==> config.mk <==
export PLATFORM = sky130hd
export DESIGN_NAME = aperture_xlat
export DESIGN_NICKNAME = d
export VERILOG_FILES = /design/src/rtl/xlat_pkg.sv /design/src/rtl/xlat_table.sv /design/src/rtl/xlat_walker.sv /design/src/rtl/xlat_lookup.sv /design/src/rtl/aperture_xlat.sv
export SDC_FILE = /design/constraint.sdc
export NUM_CORES = 2
export LEC_CHECK = 0
export BUFFER_PORTS_ARGS = -buffer_cell sky130_fd_sc_hd__clkbuf_2
export CORE_ASPECT_RATIO = 1.25
export CORE_UTILIZATION = 25
export DETAILED_ROUTE_END_ITERATION = 6
export PLACE_DENSITY = 0.44
export SLEW_MARGIN = 40
export SYNTH_ARGS = -nofsm -noshare
export SYNTH_HDL_FRONTEND = slang
export SYNTH_SLANG_ARGS = --single-unit
==> constraint.sdc <==
create_clock -name clk -period 8.8 [get_ports clk]
set_clock_uncertainty 0.2 [all_clocks]
set_input_delay 1.76 -clock clk [delete_from_list [all_inputs] [get_ports clk]]
set_output_delay 1.76 -clock clk [all_outputs]
set_load 0.02 [all_outputs]
==> src/rtl/xlat_pkg.sv <==
package xlat_pkg;

  localparam int unsigned HDR_WORDS      = 2;
  localparam int unsigned PT_PRESENT_BIT = 12;
  localparam int unsigned LINEAR_BIT     = 13;
  localparam int unsigned ACCESS_BIT     = 14;
  localparam int unsigned TARGET_LSB     = 16;
  localparam logic [1:0]  TARGET_SYSBUS  = 2'd2;
  localparam logic [1:0]  ENTRY_ACC      = 2'b11;

  typedef enum logic [1:0] {
    W_INIT = 2'd0,
    W_IDLE = 2'd1,
    W_RUN  = 2'd2
  } walk_state_t;

  // Object descriptor: class in the low bits, page table present,
  // non-linear, read/write access, system-bus target.
  function automatic logic [31:0] make_desc(input logic [11:0] cls);
    logic [31:0] d;
    d = {20'd0, cls};
    d[PT_PRESENT_BIT]          = 1'b1;
    d[LINEAR_BIT]              = 1'b0;
    d[ACCESS_BIT]              = 1'b0;
    d[TARGET_LSB +: 2]         = TARGET_SYSBUS;
    return d;
  endfunction

endpackage

==> src/rtl/xlat_table.sv <==
module xlat_table #(
  parameter int DW    = 32,
  parameter int DEPTH = 66,
  localparam int AW   = $clog2(DEPTH)
) (
  input  logic          clk,
  input  logic          we,
  input  logic [AW-1:0] waddr,
  input  logic [DW-1:0] wdata,
  input  logic          re,
  input  logic [AW-1:0] raddr,
  output logic [DW-1:0] q
);

  logic [DW-1:0] mem [DEPTH];

  // Read-first: a read of the word being written returns the old value.
  always_ff @(posedge clk) begin
    if (we) mem[waddr] <= wdata;
    if (re) q <= mem[raddr];
  end

endmodule

==> src/rtl/xlat_walker.sv <==
module xlat_walker
  import xlat_pkg::*;
#(
  parameter int          ADDR_W      = 32,
  parameter int          PAGE_SHIFT  = 12,
  parameter int          SUB_LOG2    = 1,
  parameter int          NUM_ENTRIES = 64,
  parameter int          CNT_W       = 8,
  parameter logic [11:0] OBJ_CLASS   = 12'h03D,
  localparam int HPG_W  = ADDR_W - PAGE_SHIFT - SUB_LOG2,
  localparam int DEPTH  = NUM_ENTRIES + HDR_WORDS,
  localparam int WIDX_W = $clog2(DEPTH)
) (
  input  logic              clk,
  input  logic              rst,
  input  logic              cmd_valid,
  input  logic              cmd_unbind,
  input  logic [HPG_W-1:0]  cmd_page,
  input  logic [CNT_W-1:0]  cmd_count,
  input  logic [ADDR_W-1:0] cmd_phys,
  output logic              cmd_ready,
  output logic              we,
  output logic [WIDX_W-1:0] waddr,
  output logic [ADDR_W-1:0] wdata
);

  localparam int RUN_W = $clog2(NUM_ENTRIES + 1);
  localparam int CMPW  = ADDR_W + CNT_W + 1;
  localparam logic [ADDR_W-1:0] LIMIT = ADDR_W'((NUM_ENTRIES << PAGE_SHIFT) - 1);
  localparam logic [ADDR_W-1:0] DESC  = ADDR_W'(make_desc(OBJ_CLASS));
  localparam logic [ADDR_W-1:0] STEP  = ADDR_W'(1) << PAGE_SHIFT;

  walk_state_t       st;
  logic [WIDX_W-1:0] ptr;
  logic [RUN_W-1:0]  left;
  logic [ADDR_W-1:0] data;
  logic              unb;

  logic [CMPW-1:0] s_w, want_w, room_w, len_w;
  logic            unused_phys_lo;

  assign unused_phys_lo = ^cmd_phys[PAGE_SHIFT-1:0];

  // Clip the requested run at the end of the table.
  always_comb begin
    s_w    = CMPW'(cmd_page) << SUB_LOG2;
    want_w = CMPW'(cmd_count) << SUB_LOG2;
    room_w = '0;
    len_w  = '0;
    if (s_w < CMPW'(NUM_ENTRIES)) begin
      room_w = CMPW'(NUM_ENTRIES) - s_w;
      len_w  = (want_w < room_w) ? want_w : room_w;
    end
  end

  always_ff @(posedge clk) begin
    if (rst) begin
      st   <= W_INIT;
      ptr  <= '0;
      left <= '0;
      data <= '0;
      unb  <= 1'b0;
    end else begin
      case (st)
        W_INIT: begin
          if (ptr == WIDX_W'(DEPTH - 1)) st <= W_IDLE;
          else                           ptr <= ptr + 1'b1;
        end
        W_IDLE: begin
          if (cmd_valid && len_w != '0) begin
            st   <= W_RUN;
            ptr  <= WIDX_W'(s_w + CMPW'(HDR_WORDS));
            left <= RUN_W'(len_w);
            data <= {cmd_phys[ADDR_W-1:PAGE_SHIFT], PAGE_SHIFT'(ENTRY_ACC)};
            unb  <= cmd_unbind;
          end
        end
        W_RUN: begin
          ptr  <= ptr + 1'b1;
          data <= data + STEP;
          left <= left - 1'b1;
          if (left == RUN_W'(1)) st <= W_IDLE;
        end
        default: st <= W_IDLE;
      endcase
    end
  end

  assign cmd_ready = (st == W_IDLE);
  assign we        = (st != W_IDLE);
  assign waddr     = ptr;

  always_comb begin
    if (st == W_INIT) begin
      if (ptr == WIDX_W'(0))      wdata = DESC;
      else if (ptr == WIDX_W'(1)) wdata = LIMIT;
      else                        wdata = '0;
    end else begin
      wdata = unb ? '0 : data;
    end
  end

endmodule

==> src/rtl/xlat_lookup.sv <==
module xlat_lookup
  import xlat_pkg::*;
#(
  parameter int ADDR_W      = 32,
  parameter int PAGE_SHIFT  = 12,
  parameter int NUM_ENTRIES = 64,
  localparam int DEPTH  = NUM_ENTRIES + HDR_WORDS,
  localparam int WIDX_W = $clog2(DEPTH)
) (
  input  logic              clk,
  input  logic              rst,
  input  logic              lk_valid,
  input  logic              lk_raw,
  input  logic [ADDR_W-1:0] lk_addr,
  output logic              re,
  output logic [WIDX_W-1:0] raddr,
  input  logic [ADDR_W-1:0] q,
  output logic              rd_valid,
  output logic [ADDR_W-1:0] rd_data,
  output logic              rd_fault
);

  localparam logic [ADDR_W-1:0] LIMIT = ADDR_W'((NUM_ENTRIES << PAGE_SHIFT) - 1);

  logic                  in_aper, raw_ok, oor;
  logic                  v_q, raw_q, oor_q;
  logic [PAGE_SHIFT-1:0] lo_q;
  logic                  flt;

  assign in_aper = (lk_addr <= LIMIT);
  assign raw_ok  = (lk_addr < ADDR_W'(DEPTH));
  assign oor     = lk_raw ? !raw_ok : !in_aper;
  assign re      = lk_valid;

  always_comb begin
    if (lk_raw)       raddr = raw_ok ? WIDX_W'(lk_addr) : '0;
    else if (in_aper) raddr = WIDX_W'(lk_addr >> PAGE_SHIFT) + WIDX_W'(HDR_WORDS);
    else              raddr = '0;
  end

  always_ff @(posedge clk) begin
    if (rst) begin
      v_q   <= 1'b0;
      raw_q <= 1'b0;
      oor_q <= 1'b0;
      lo_q  <= '0;
    end else begin
      v_q <= lk_valid;
      if (lk_valid) begin
        raw_q <= lk_raw;
        oor_q <= oor;
        lo_q  <= lk_addr[PAGE_SHIFT-1:0];
      end
    end
  end

  assign flt      = v_q && (oor_q || (!raw_q && !q[0]));
  assign rd_valid = v_q;
  assign rd_fault = flt;

  always_comb begin
    if (!v_q || flt) rd_data = '0;
    else if (raw_q)  rd_data = q;
    else             rd_data = {q[ADDR_W-1:PAGE_SHIFT], lo_q};
  end

endmodule

==> src/rtl/aperture_xlat.sv <==
module aperture_xlat
  import xlat_pkg::*;
#(
  parameter int          ADDR_W      = 32,
  parameter int          PAGE_SHIFT  = 12,
  parameter int          SUB_LOG2    = 1,
  parameter int          NUM_ENTRIES = 64,
  parameter int          CNT_W       = 8,
  parameter logic [11:0] OBJ_CLASS   = 12'h03D,
  localparam int HPG_W  = ADDR_W - PAGE_SHIFT - SUB_LOG2,
  localparam int DEPTH  = NUM_ENTRIES + HDR_WORDS,
  localparam int WIDX_W = $clog2(DEPTH)
) (
  input  logic              clk,
  input  logic              rst,
  input  logic              cmd_valid,
  input  logic              cmd_unbind,
  input  logic [HPG_W-1:0]  cmd_page,
  input  logic [CNT_W-1:0]  cmd_count,
  input  logic [ADDR_W-1:0] cmd_phys,
  output logic              cmd_ready,
  input  logic              lk_valid,
  input  logic              lk_raw,
  input  logic [ADDR_W-1:0] lk_addr,
  output logic              rd_valid,
  output logic [ADDR_W-1:0] rd_data,
  output logic              rd_fault
);

  logic              t_we, t_re;
  logic [WIDX_W-1:0] t_waddr, t_raddr;
  logic [ADDR_W-1:0] t_wdata, t_q;

  xlat_walker #(
    .ADDR_W(ADDR_W), .PAGE_SHIFT(PAGE_SHIFT), .SUB_LOG2(SUB_LOG2),
    .NUM_ENTRIES(NUM_ENTRIES), .CNT_W(CNT_W), .OBJ_CLASS(OBJ_CLASS)
  ) u_walker (
    .clk(clk), .rst(rst),
    .cmd_valid(cmd_valid), .cmd_unbind(cmd_unbind), .cmd_page(cmd_page),
    .cmd_count(cmd_count), .cmd_phys(cmd_phys), .cmd_ready(cmd_ready),
    .we(t_we), .waddr(t_waddr), .wdata(t_wdata)
  );

  xlat_table #(.DW(ADDR_W), .DEPTH(DEPTH)) u_table (
    .clk(clk), .we(t_we), .waddr(t_waddr), .wdata(t_wdata),
    .re(t_re), .raddr(t_raddr), .q(t_q)
  );

  xlat_lookup #(
    .ADDR_W(ADDR_W), .PAGE_SHIFT(PAGE_SHIFT), .NUM_ENTRIES(NUM_ENTRIES)
  ) u_lookup (
    .clk(clk), .rst(rst),
    .lk_valid(lk_valid), .lk_raw(lk_raw), .lk_addr(lk_addr),
    .re(t_re), .raddr(t_raddr), .q(t_q),
    .rd_valid(rd_valid), .rd_data(rd_data), .rd_fault(rd_fault)
  );

endmodule

After elaboration in Yosys (flattened, before gate mapping)
Memories as Yosys holds them, arrays and structs flattened. A register that Yosys moved wholly into a read port is not among the register bits.
Index checks and enable logic that the tools add are counted.
{"block": "op_classes", "muxes": 25, "n_eq_ne": 10, "reduce_logical": 19, "order_cmp": 4, "addsub": 6}
{"op": "32-bit 2-to-1 mux", "count": 5}
{"op": "41-bit 2-to-1 mux", "count": 2}
{"op": "32-bit case mux with 2 select lines", "count": 1}
{"op": "7-bit 2-to-1 mux", "count": 6}
{"op": "9-bit by 41-bit < comparator with 1-bit output", "count": 1}
{"op": "41-bit nonzero test", "count": 1}
{"op": "32-bit by 13-bit adder with 32-bit output, second input constant", "count": 1}
{"op": "32-bit by 18-bit <= comparator with 1-bit output, second input constant", "count": 1}
{"op": "32-bit by 7-bit < comparator with 1-bit output, second input constant", "count": 1}
{"op": "7-bit case mux with 3 select lines", "count": 1}
{"op": "7-bit by 20-bit subtractor with 21-bit output, first input constant", "count": 1}
{"op": "20-bit by 7-bit < comparator with 1-bit output, second input constant", "count": 1}
{"op": "18-bit 2-to-1 mux", "count": 1}
{"op": "7-bit by 2-bit adder with 7-bit output, second input constant", "count": 2}
{"op": "7-bit by 1-bit == test with 1-bit output, second input constant", "count": 2}
{"op": "7-bit case mux with 2 select lines", "count": 1}
{"op": "12-bit 2-to-1 mux", "count": 1}
{"op": "2-bit by 1-bit inequality test with 1-bit output, second input constant", "count": 4}
{"op": "7-bit by 1-bit adder with 7-bit output, second input constant", "count": 1}
{"op": "7-bit == test, second input constant", "count": 1}
{"op": "7-bit zero test", "count": 1}
{"op": "7-bit by 1-bit subtractor with 7-bit output, second input constant", "count": 1}
{"op": "2-bit 2-to-1 mux", "count": 3}
{"op": "2-bit case mux with 3 select lines", "count": 1}
{"op": "other kinds (12)", "count": 23}
{"block": "word_totals", "memories": 1, "word_cells": 74, "input_bits": 97, "ff_bits": 64, "out_inout_bits": 35, "ram_bits": 2112}
{"name": "u_table.mem", "depth": 66, "word_bits": 32, "rd": 1, "rd_ports_with_merged_regs": 1, "write_ports": 1, "line_no": "xlat_table.sv:15", "text": "logic [DW-1:0] mem [DEPTH];"}

Longest topological paths before layout
{"block": "depth", "depth_word": 8, "depth_mapped": 18, "ltp_nobuf": 15}

Hierarchy
From an unflattened synthesis, not the netlist that was laid out.
{"block": "hier_totals", "cells_unflattened": 4154, "area_unflattened_um2": 86012.5}
{"mod": "xlat_table", "instances": 1, "seq_area_each_um2": 64381.7, "cells_per_inst": 3610, "area_each_um2": 81944.8}
{"mod": "xlat_walker", "instances": 1, "seq_area_each_um2": 760.7, "cells_per_inst": 395, "area_each_um2": 2934.1}
{"mod": "xlat_lookup", "instances": 1, "seq_area_each_um2": 300.3, "cells_per_inst": 149, "area_each_um2": 1133.6}

Least setup slack after synthesis
Ideal clock, no wire load.
{"block": "synth_path", "path_type": "register to register", "from": "reg u_walker.ptr[1] (netlist: u_walker.waddr[1])", "to": "mem u_table.mem[0][13], data pin", "slack_ns": 2.183, "t_arrival_ns": 6.064, "stages_incl_launch_ff": 6, "required_time_ns": 8.247, "path_buffers": 1, "synth_period_minus_slack_ns": 6.617, "setup_time_ns": 0.353, "path_cell_list": "dfxtp_1 > clkbuf_1 > inv_1 > ha_1 > nor4b_1 > a21o_1"}
{"block": "synth_between", "elab_chain_len": 4, "elab_cells_between_ends": 5, "classes_between": "eq/ne (1); mux (3); reduce/logical (1)"}
{"element": "start, declared", "line_no": "xlat_walker.sv:34", "text": "logic [WIDX_W-1:0] ptr;"}
{"element": "start signal, assigned", "line_no": "xlat_walker.sv:67", "text": "else ptr <= ptr + 1'b1;"}
{"element": "start signal, assigned", "line_no": "xlat_walker.sv:72", "text": "ptr <= WIDX_W'(s_w + CMPW'(HDR_WORDS));"}
{"element": "start signal, assigned", "line_no": "xlat_walker.sv:79", "text": "ptr <= ptr + 1'b1;"}
{"element": "7-bit by 1-bit == test with 1-bit output", "line_no": "xlat_walker.sv:96", "text": "else if (ptr == WIDX_W'(1)) wdata = LIMIT;"}
{"element": "18-bit 2-to-1 mux", "line_no": "xlat_walker.sv:96"}
{"element": "32-bit 2-to-1 mux *", "line_no": "xlat_walker.sv:95", "text": "if (ptr == WIDX_W'(0)) wdata = DESC;"}
{"element": "32-bit 2-to-1 mux *", "line_no": "xlat_walker.sv:94", "text": "if (st == W_INIT) begin"}
{"element": "via t_wdata[13]", "line_no": "aperture_xlat.sv:32", "text": "logic [ADDR_W-1:0] t_wdata, t_q;"}
{"element": "end, declared", "line_no": "xlat_table.sv:15"}
The timed path passes the listed nets; every way through them passes the cells marked *.

Worst setup path after layout
{"block": "layout_path", "from": "in lk_addr[11]", "to": "reg u_table.q[21] (read register of u_table.mem), data pin"}
{"block": "layout_between", "elab_chain_len": 3, "elab_cells_between_ends": 5, "classes_between": "order compare (2); mux (3)"}
{"element": "start, declared", "line_no": "aperture_xlat.sv:24", "text": "input logic [ADDR_W-1:0] lk_addr,"}
{"element": "32-bit by 18-bit <= comparator with 1-bit output or 32-bit by 7-bit < comparator with 1-bit output (tied branches)", "line_no": "xlat_lookup.sv:30, xlat_lookup.sv:31"}
{"element": "7-bit 2-to-1 mux (on tied branches)", "line_no": "xlat_lookup.sv:37, xlat_lookup.sv:36"}
{"element": "7-bit 2-to-1 mux *", "line_no": "xlat_lookup.sv:36", "text": "if (lk_raw) raddr = raw_ok ? WIDX_W'(lk_addr) : '0;"}
{"element": "end, declared", "line_no": "xlat_table.sv:12", "text": "output logic [DW-1:0] q"}
Every way passes the cells marked *; elsewhere a longest branch is shown, timed or not.
A chain may end at the register's enable or synchronous reset.

==> metrics.yaml <==
outcome:
  status: "complete, but fails checks"
  violations: "DRC"
clock_network:
  root_buffer: "clkbuf_16"
  cts_tree: "yes"
  insertion_delay_ns: 0.81
  cts.sinks: 1661
  cts_resized: 0
  cts_buffers: 168
  cts_setup_buffers: 0
  path_clk_slew_ns: 0.06
  ctsHoldBuffers: 0
  htreeDepth: 4
  clockBufferDepth: 3
global_routing:
  grt.overflow.total: 0
  first_global_vias: 42200
  grt_pass1_wl_um: 330000
  grt_usage_pct: 17.0
  grt_antenna_before_repair: 18
  grt_max_degree: 152
timing:
  fin_crit_sh_pct: 68.8
  post-route-min-period_ns: 6.06
  grt_setup_unrepaired: "false"
  setup_viol: 0
  relSlewSlack_pct: 36.6
  tns_ns: 0
  slew_viol_final: 0
  worst_pin_slew_ns: 0.951
  hold_viol_final: 0
  clock.fmax_ghz: 0.165
worst_setup_path:
  crit_chain: "clkbuf_2, nor4_2, and3_1, a41oi_1, nor2_4, buf_4, mux2i_1, o21ai_0, or4_1, o221ai_1, or4b_1"
  cp-end-kind: "flop"
  crit_buf_inv: 2
  required_ns: 9.14
  critPathTopFamily: "simple AND/OR/NAND/NOR gates"
  crit_path_top_delay_cell: "nor4_2"
  crit_path_start_kind: "input pin"
  worstPathArrival_ns: 6.39
  critical-path-max-stage-delay_ns: 0.72
  cp_max_fo: 30
  critical_path_class: "input pin to flop"
yosys:
  synthSimpleGateAreaFrac_pct: 10.9
  synthXorXnorAreaFrac_pct: 0.183
  synth-adder-area-share_pct: 0.374
  synth_top_area_share_pct: 72.1
  synth_top_family_by_area: "simple AND/OR/NAND/NOR gates"
  synthCells: 4783
  synth-edff-count: 1608
  yosysSeqAreaShare_pct: 73.7
  syn_nets: 4900
  synth-main-ff-cell: "edfxtp_1"
  yosys-mux-area-fraction_pct: 1.70
  synthMostInstantiatedCell: "edfxtp_1"
  async_flop_share_pct: 0
  synth-compound-area-share_pct: 10.8
  synth-seq-cells: 1661
  synth_cell_types: 84
  synth.largest_area_cell: "edfxtp_1"
  synth_top_cells_by_area: "edfxtp_1 (72%), nand2_1 (4.0%), o221ai_1 (3.1%)"
  yosysWarnings: 0
  avgSynthCellArea_sq_um: 14.0
  synth_commonest_cells: "edfxtp_1 (1608), nand2_1 (713), nand3_1 (334)"
  netlist_area_sq_um: 67000
drt:
  vias: 43200
  routedWlPerCell_um: 27.3
  avgViaCountPerCell: 5.01
  wl_um: 235000
  drtIter0Drc: 4411
  drc: 8
  dr.pass1.iters: 7
  final_antenna_net_count: 0
cells_and_area:
  layout-drive-gt1-share_pct: 13.9
  layout-area-overhead-vs-synth_pct: 16.8
  layout.cells.non_filler: 8614
  nets: 5047
place:
  dpl.hpwl_um: 136000
  dpl.cell_count: 8285
  routabilityCongestion: 0.788
  io_buffers: 119
power_and_ir_drop:
  ir_drop_mv: 0.226
  powerDensity_nw_per_um2: 217
  total_leakage_power_nw: 26.3
job:
  cap_violations: 0
min_path:
  hold_class: "flop to flop"
floorplanning:
  core_sq_um: 267000
  rows: 212
  die_w_um: 465
  initial_core_util_pct: 25.1
  io_pins: 132
  fp.dieH_um: 581
  dieArea_sq_um: 270000
## tightest hold or removal path, cell delays in order, from the launching register on
cell and delay (ns):
dfxtp_1 0.33, nand2_1 0.06, a21oi_1 0.05
## registers in the layout, summed over array words and instances (netlist names), 2 cells and up
name,flops
u_lookup.lo_q,12
u_table.mem,1584
u_table.q,24
u_walker.data,21
u_walker.left,7
u_walker.st,2
u_walker.waddr,7
## report_power, final
part | switching, mW | total [mW] | internal (mW)
Combinational | 0.827 | 1.07 | 0.243
Sequential | 0.0588 | 9.03 | 8.97
Clock | 3.05 | 6.90 | 3.85
## kinds of logic (layout without fill, tap and decap cells)
logic type               count (synthesis)  after routing
buffers and inverters                  366            638
adder cells (fa/ha/maj)                 20             20
AND/OR/NAND/NOR                       1580           1580
other                                    0             28
flip-flops                            1661           1661
AO/OA/AOI/OAI                         1029           1029
XOR/XNOR                                14             14
multiplexers                           113            113
## through the flow
step	area [sq um]	total power [mW]	util [%]	setup WS (ns)	hold WS (ns)
global placement	72600	10.2	27.2	1.88	0.263
detailed placement	72800	10.3	27.3	1.93	0.283
global route	78200	17.5	29.3	2.61	0.323
finish	78200	17.0	29.3	2.74	0.291
CTS	78000	17.1	29.3	2.82	0.292
floorplan	67000	9.66	-	2.18	0.246
## layout make-up
| class | instances | area, sq um |
|---|---|---|
| multi-input cells | 2756 | 16600 |
| clock buffers | 225 | 4580 |
| diodes | 28 | 70.1 |
| fillers | 26800 | 188000 |
| repair buffers | 321 | 2510 |
| inverters | 22 | 82.6 |
| clock inverters | 70 | 556 |
| well taps | 3531 | 4420 |
| flip-flops and latches | 1661 | 49300 |
## cell usage in the layout, fill, tap and decap left out, types with 25 or more instances in the layout
master / n
a211oi_1: 25
a21oi_1: 184
a31oi_1: 50
and2_1: 27
and3_1: 46
buf_4: 164
clkbuf_1: 49
clkbuf_16: 175
clkbuf_2: 118
clkinv_1: 38
dfxtp_1: 53
diode_2: 28
edfxtp_1: 1608
mux2i_1: 106
nand2_1: 712
nand2b_1: 54
nand3_1: 331
nand4_1: 30
nor2_1: 135
nor2_2: 34
nor2_4: 32
nor3_1: 39
o211ai_1: 38
o21ai_0: 138
o221ai_1: 234
o22ai_1: 165
## path summary, 6_finish.rpt
kind / cells after the start / to / slack (ns) / start
setup / recovery: 11 / u_table.q[21] / 2.74 / lk_addr[11]
hold / removal: 2 / u_walker.unb / 0.29 / u_walker.unb
setup reg to reg: 6 / u_table.mem[53][15] / 5.08 / u_walker.waddr[1]
hold reg to reg: 2 / u_walker.unb / 0.29 / u_walker.unb
## routing by layer
metal  wire (um)  global-route usage (%)  part of all wire [%]
met5          13                       0                0.0055
met3       11500                    2.12                   4.9
met4        8970                    6.64                   3.8
met1       97900                    21.8                    42
met2      117000                    29.1                    50
No activity file was read; power rests on OpenSTA's default activity.
